==> config.mk <==
export PLATFORM = sky130hd
export DESIGN_NAME = bus_lock_tracker
export DESIGN_NICKNAME = d
export VERILOG_FILES = /design/src/rtl/bus_lock_pkg.sv /design/src/rtl/bus_lock_edge.sv /design/src/rtl/bus_lock_req.sv /design/src/rtl/bus_lock_state.sv /design/src/rtl/bus_lock_ack.sv /design/src/rtl/bus_lock_tracker.sv
export SDC_FILE = /design/constraint.sdc
export NUM_CORES = 1
export LEC_CHECK = 0
export ABC_CLOCK_PERIOD_IN_PS = 1400
export BUFFER_PORTS_ARGS = -buffer_cell sky130_fd_sc_hd__buf_2
export CAP_MARGIN = 20
export CORE_ASPECT_RATIO = 1.75
export CORE_MARGIN = 3
export CORE_UTILIZATION = 45
export CTS_BUF_LIST = sky130_fd_sc_hd__clkbuf_16
export DETAILED_ROUTE_END_ITERATION = 12
export HOLD_SLACK_MARGIN = 0.1
export PLACE_DENSITY = 0.72
export SETUP_SLACK_MARGIN = 0.15
export SLEW_MARGIN = 20
export SYNTH_ARGS = -nofsm -noshare
export SYNTH_HDL_FRONTEND = slang
export SYNTH_SLANG_ARGS = --single-unit
==> constraint.sdc <==
create_clock -name clk_i -period 1.4 [get_ports clk_i]
set_clock_uncertainty 0.1 [all_clocks]
set_input_delay 0.14 -clock clk_i [delete_from_list [all_inputs] [get_ports clk_i]]
set_output_delay 0.14 -clock clk_i [all_outputs]
set_load 0.02 [all_outputs]
==> src/rtl/bus_lock_pkg.sv <==
package bus_lock_pkg;
  typedef enum logic [1:0] {
    REQ_NONE = 2'd0,
    REQ_SET  = 2'd1,
    REQ_REL  = 2'd2
  } lock_req_e;

  localparam int unsigned CTRL_W = 4;

  function automatic logic is_lock_code(input logic [CTRL_W-1:0] code);
    return (code == 4'h3) || (code == 4'h6) || (code == 4'hA) || (code == 4'hB);
  endfunction
endpackage

==> src/rtl/bus_lock_edge.sv <==
module bus_lock_edge #(
  parameter int unsigned N = 2
) (
  input  logic         clk_i,
  input  logic         rst_ni,
  input  logic [N-1:0] sig_i,
  output logic [N-1:0] rise_o
);
  for (genvar g = 0; g < N; g++) begin : g_edge
    logic prev_q;
    always_ff @(posedge clk_i or negedge rst_ni) begin
      if (!rst_ni) prev_q <= 1'b0;
      else         prev_q <= sig_i[g];
    end
    assign rise_o[g] = sig_i[g] & ~prev_q;
  end
endmodule

==> src/rtl/bus_lock_req.sv <==
module bus_lock_req
  import bus_lock_pkg::*;
#(
  parameter int unsigned ADDR_W = 12
) (
  input  logic              clk_i,
  input  logic              rst_ni,
  input  logic              comm_en_i,
  input  logic              ctrl_valid_i,
  input  logic [CTRL_W-1:0] ctrl_nibble_i,
  input  logic              broadcast_i,
  input  logic [ADDR_W-1:0] master_addr_i,
  input  logic              locked_i,
  input  logic [ADDR_W-1:0] lock_addr_i,
  input  logic              fe_rise_i,
  input  logic              ce_rise_i,
  output lock_req_e         req_o,
  output logic [ADDR_W-1:0] req_addr_o
);
  lock_req_e         req_q, req_d;
  logic [ADDR_W-1:0] addr_q, addr_d;

  always_comb begin
    req_d  = req_q;
    addr_d = addr_q;
    if (!comm_en_i) begin
      req_d = REQ_NONE;
    end else if (ctrl_valid_i) begin
      req_d = REQ_NONE;
      if (is_lock_code(ctrl_nibble_i) && !broadcast_i) begin
        if (!locked_i) begin
          req_d  = REQ_SET;
          addr_d = master_addr_i;
        end else if (master_addr_i == lock_addr_i) begin
          req_d = REQ_REL;
        end
      end
    end else if ((req_q == REQ_SET && fe_rise_i) || (req_q == REQ_REL && ce_rise_i)) begin
      req_d = REQ_NONE;  // request consumed by its edge
    end
  end

  always_ff @(posedge clk_i or negedge rst_ni) begin
    if (!rst_ni) begin
      req_q  <= REQ_NONE;
      addr_q <= '0;
    end else begin
      req_q  <= req_d;
      addr_q <= addr_d;
    end
  end

  assign req_o      = req_q;
  assign req_addr_o = addr_q;
endmodule

==> src/rtl/bus_lock_state.sv <==
module bus_lock_state
  import bus_lock_pkg::*;
#(
  parameter int unsigned ADDR_W = 12
) (
  input  logic              clk_i,
  input  logic              rst_ni,
  input  logic              comm_en_i,
  input  lock_req_e         req_i,
  input  logic [ADDR_W-1:0] req_addr_i,
  input  logic              comm_end_i,
  input  logic              fe_rise_i,
  input  logic              ce_rise_i,
  output logic              locked_o,
  output logic [ADDR_W-1:0] lock_addr_o
);
  logic              locked_q;
  logic [ADDR_W-1:0] addr_q;
  logic              do_set, do_rel;

  assign do_set = (req_i == REQ_SET) && fe_rise_i && !comm_end_i;
  assign do_rel = (req_i == REQ_REL) && ce_rise_i;

  always_ff @(posedge clk_i or negedge rst_ni) begin
    if (!rst_ni) begin
      locked_q <= 1'b0;
      addr_q   <= '0;
    end else if (!comm_en_i) begin
      locked_q <= 1'b0;
      addr_q   <= '0;
    end else if (do_set) begin
      locked_q <= 1'b1;
      addr_q   <= req_addr_i;
    end else if (do_rel) begin
      locked_q <= 1'b0;
      addr_q   <= '0;
    end
  end

  assign locked_o    = locked_q;
  assign lock_addr_o = addr_q;
endmodule

==> src/rtl/bus_lock_ack.sv <==
module bus_lock_ack #(
  parameter int unsigned ADDR_W = 12
) (
  input  logic              locked_i,
  input  logic [ADDR_W-1:0] lock_addr_i,
  input  logic [ADDR_W-1:0] master_addr_i,
  input  logic              broadcast_i,
  input  logic              status_req_i,
  output logic              permit_o
);
  logic from_holder;
  assign from_holder = (master_addr_i == lock_addr_i);
  assign permit_o    = !locked_i || broadcast_i || status_req_i || from_holder;
endmodule

==> src/rtl/bus_lock_tracker.sv <==
module bus_lock_tracker
  import bus_lock_pkg::*;
#(
  parameter int unsigned ADDR_W = 12
) (
  input  logic              clk_i,
  input  logic              rst_ni,
  input  logic              comm_en_i,
  input  logic              ctrl_valid_i,
  input  logic [3:0]        ctrl_nibble_i,
  input  logic              broadcast_i,
  input  logic [ADDR_W-1:0] master_addr_i,
  input  logic              status_req_i,
  input  logic              comm_end_i,
  input  logic              frame_end_i,
  output logic              lock_o,
  output logic [ADDR_W-1:0] lock_addr_o,
  output logic              ack_permit_o
);
  localparam int unsigned FE = 0;
  localparam int unsigned CE = 1;

  logic [1:0]        rise;
  lock_req_e         req;
  logic [ADDR_W-1:0] req_addr;
  logic              locked;
  logic [ADDR_W-1:0] lock_addr;

  bus_lock_edge #(.N(2)) u_edge (
    .clk_i  (clk_i),
    .rst_ni (rst_ni),
    .sig_i  ({comm_end_i, frame_end_i}),
    .rise_o (rise)
  );

  bus_lock_req #(.ADDR_W(ADDR_W)) u_req (
    .clk_i         (clk_i),
    .rst_ni        (rst_ni),
    .comm_en_i     (comm_en_i),
    .ctrl_valid_i  (ctrl_valid_i),
    .ctrl_nibble_i (ctrl_nibble_i),
    .broadcast_i   (broadcast_i),
    .master_addr_i (master_addr_i),
    .locked_i      (locked),
    .lock_addr_i   (lock_addr),
    .fe_rise_i     (rise[FE]),
    .ce_rise_i     (rise[CE]),
    .req_o         (req),
    .req_addr_o    (req_addr)
  );

  bus_lock_state #(.ADDR_W(ADDR_W)) u_state (
    .clk_i       (clk_i),
    .rst_ni      (rst_ni),
    .comm_en_i   (comm_en_i),
    .req_i       (req),
    .req_addr_i  (req_addr),
    .comm_end_i  (comm_end_i),
    .fe_rise_i   (rise[FE]),
    .ce_rise_i   (rise[CE]),
    .locked_o    (locked),
    .lock_addr_o (lock_addr)
  );

  bus_lock_ack #(.ADDR_W(ADDR_W)) u_ack (
    .locked_i      (locked),
    .lock_addr_i   (lock_addr),
    .master_addr_i (master_addr_i),
    .broadcast_i   (broadcast_i),
    .status_req_i  (status_req_i),
    .permit_o      (ack_permit_o)
  );

  assign lock_o      = locked;
  assign lock_addr_o = lock_addr;
endmodule

==> results.txt <==
After synthesis, the share of flip-flops with an asynchronous set or reset is 100.0%. The path with the worst hold slack has its endpoint at u_req.req_addr_o[10]$_DFFE_PN0P_. The logs give 0 for the leftover overflow at the end of global routing and 1615 um^2 for the cell area after placement. The number of max-slew violations in the final report is 0. The critical register-to-register path endpoint was u_req.req_o[1]$_DFFE_PN0P_.

Using the TritonRoute via totals, the vias-per-cell ratio works out to 5.408. The power density over cell area is 1116 nW/um^2, and the average cell area after synthesis is 13.97 um^2. The maximum count of clock buffers along a single path is 2, and the flop-to-flop setup slack is -0.15 ns. The synthesized flop and latch total works out to 29.

Worst setup margin: -0.4772 ns. The Yosys warning count was 0; the post-detailed-routing wire length was 3491 um. The post-synthesis compound-gate area fraction came out at 10.95%.

Data on the critical path is required at its endpoint by 1.16 ns. The instance count along the most critical hold path came out at 3. The worst hold path belongs to the class input pin to flip-flop.

The run finished, with violations left. Of the available clock period, the critical path in the final layout requires 134.1%. The floorplan has 24 rows. Synthesis produced 90 cells. The post-layout minimum cycle time is 1.877 ns. The count of final hold-check violations is 0. The worst path buffer plus inverter count is 1, and the critical path's largest stage delay is 0.48 ns. For this run, the total global-route usage over all layers was measured as 21.64%.

The die is 75.93 um tall. The weighted congestion reported at the end of routability-driven placement is 0.7268. The worst setup path is captured at an output pin.

Summing all non-filler instances in the final layout gives an area of 2004 um^2. Counting every sink on the clock net gives 29. The fraction of final layout cells with drive strength greater than 1 came out at 57.65%.

Most repeated cell in the gate-level netlist after synthesis: dfrtp_1. The floorplan step defined a die boundary enclosing 3490 um^2. Final hold analysis gives a worst-case slack of 0.1218 ns.

At the worst endpoint, the arrival time is 1.64 ns. For this run, the leading register cell type out of synthesis is dfrtp_1. Clock root buffer: clkbuf_16. The synthesized design spends more area on one cell type than any other, namely dfrtp_1. Measured against the total synthesized area, the mux share comes to 10.75%. The worst hold path begins at master_addr_i[10]. For this run, the post-layout net count is 193. Highest-delay cell along the critical path: or4b_4.

The die is 45.96 um wide. The number of H-tree levels is 2. During I/O placement, the number of pins put on the boundary was 38.

The sequential share of the synthesized area is 57.71%, and the remaining antenna violation count is 0. The final setup violation count was 14. The kind of cell with the highest combined delay on the critical path is simple AND/OR/NAND/NOR gates. The worst pin sits at a relative slew slack of 56.55%. The area added between synthesis and finish works out to 59.40%. When the netlist entered floorplanning its net count stood at 114.

The synthesized netlist contains 23 unique library cells. The routed wire length per instance came out at 17.81 um. The synthesized design devotes to its leading area cell type 57.71% of total area.

The area of the core came out at 2582 um^2. By area, the combinational part of the netlist is dominated by compound AO/OA/AOI/OAI gates. In this run the worst path has a maximum fanout of 2.

The checks that failed: setup timing. The critical path is of the flip-flop to output pin type. Once the floorplan was initialized, standard cells occupied 48.69% of the core. The logs give 0.9860 nW for the static leakage power and 0.27 ns for the clock insertion delay at the later pin of the skew report.

The commonest cells after synthesis are dfrtp_1 (29), xnor2_1 (13), a22o_1 (12), mux2_2 (12), nand4_1 (3). Walking the worst path, the cells encountered are xnor2_2 -> nand4_1 -> nor3_2 -> or4b_4 -> buf_6. After legalization and detailed placement, the total HPWL measured 2161 um.

The tools report the max-capacitance violation count as 0. Setup repair after global routing could not meet its margin everywhere. Buffers inserted during clock tree synthesis total 5. The detailed-route via count was 1,060. The final-layout fill cell count is 165, and the xor and xnor fraction of the mapped netlist area is 9.055%. 0 antenna diodes ended up in the layout. In this run the cell area of the synthesized design comes to 1257 um^2. The remaining design rule violation count is 0. Count of TritonRoute iterations in the first routing pass: 4. For the number of global-route vias before repair, the log shows 1,185.

TritonCTS built the clock tree. By area the synthesized netlist is led by dfrtp_1 (58%), mux2_2 (11%), xnor2_1 (9.1%), a22o_1 (8.4%), nand4_1 (1.5%). The number of buffer cells added on primary ports came out at 37. The first-pass GRT wire length is 5416 um.

IR analysis of the VDD net gives a maximum drop of 835.4 uV. The first routing iteration left 16 violations. Accumulated negative setup slack: -1.841 ns. The adder and majority gate portion of the synthesized area was 0%. The element type at the critical path start was a flip-flop. Actual transition at the worst max-transition pin: 0.6518 ns. Derived from the worst setup path, the maximum achievable clock frequency is 0.5327 GHz.

The simple-gate area share of the yosys netlist is 9.453%. The startpoint identified for the worst register-to-register timing path is u_req.req_o[0]$_DFFE_PN0P_. Initial antenna violation count: 0. Yosys mapped a number of flops with a built-in enable equal to 0. The post-CTS clock slew at the launch and capture registers of the worst setup and hold paths was 0.05 ns. Pin count of the biggest net entering global routing: 30. The logic depth of the worst register-to-register path works out to 5.
-- placed cells by master (no fill, tap or decap), types with 3 or more instances in the layout --
cell type,synthesis,final
a22o_1,12,12
buf_2,0,36
buf_4,2,17
buf_6,1,3
clkbuf_16,0,5
dfrtp_1,29,16
dfrtp_2,0,13
dlygate4sd3_1,0,17
inv_1,0,3
mux2_2,12,12
nand4_1,3,3
xnor2_1,13,12
-- worst max path at each step --
stage,start,endpoint,slack [ns],depth (start not counted)
after floorplan,u_state.lock_addr_o[6]$_DFFE_PN0P_,ack_permit_o,-0.08,4
after global placement,u_state.lock_addr_o[7]$_DFFE_PN0P_,ack_permit_o,-0.23,5
after detailed placement,u_state.lock_addr_o[7]$_DFFE_PN0P_,ack_permit_o,-0.24,5
after CTS,u_state.lock_addr_o[10]$_DFFE_PN0P_,ack_permit_o,-0.48,5
after global routing,u_state.lock_addr_o[2]$_DFFE_PN0P_,ack_permit_o,-0.53,5
final,u_state.lock_addr_o[2]$_DFFE_PN0P_,ack_permit_o,-0.48,5
-- stage by stage --
stage	instances	power [W]	utilization, %	setup slack (ns)
final	196	0.002236	77.62	-0.4772
after global routing	196	0.002335	77.62	-0.5315
after CTS	195	0.002238	76.79	-0.4794
after detailed placement	166	0.001217	62.55	-0.2361
after global placement	166	0.001200	62.55	-0.2329
after floorplan	90	0.001115	-	-0.08290
-- power by group --
part	internal (W)	switching [W]
Sequential	0.000940	0.0000512
Clock	0.000635	0.000337
Combinational	0.000166	0.000106
Total	0.00174	0.000495
-- per-layer routing --
layer	GRT usage, %	part of all wire (%)	wire [um]
met3	8.057	5.5	193
met1	22.71	35	1220
met2	36.74	57	2006
met5	0	0	0
met4	8.262	2.0	70
-- worst register-to-register path, delay by kind of cell (launching register included) --
kind	cells	cell delay [ns]
buffers and inverters	1	0.15
AOI/OAI and AO/OA	1	0.22
DFF	1	0.39
and+or+nand+nor	3	0.57
-- registers in the layout, summed over array words and instances (netlist names) --
register / flops
u_req.req_o: 2
u_state.lock_addr_o: 12
u_state.locked_o: 1
u_req.req_addr_o: 12
u_edge.g_edge.prev_q: 2
-- cell type report --
| cell class | instances | area (um^2) | share of cell area, % |
|---|---|---|---|
| sequential | 29 | 742.0 | 37.02 |
| multi-input combinational | 59 | 561.8 | 28.03 |
| timing repair buffer | 74 | 531.8 | 26.53 |
| clock buffer | 5 | 125.1 | 6.242 |
| tap | 26 | 32.53 | 1.623 |
| clock inverter | 3 | 11.26 | 0.5618 |
-- cells by family after synthesis --
logic type | after synthesis
multiplexers | 12
flip-flops | 29
buffers and inverters | 3
AO/OA/AOI/OAI | 16
AND/OR/NAND/NOR | 17
XOR/XNOR | 13
-- what timing repair did --
action	CTS	global route
gates resized for setup	8	2
cloned	1	0
hold buffers	17	0
hold endpoints to repair	44	0
pin swaps	7	5
setup endpoints to repair	27	27
buffers inserted	3	1
No activity file was read; power rests on OpenSTA's default activity.
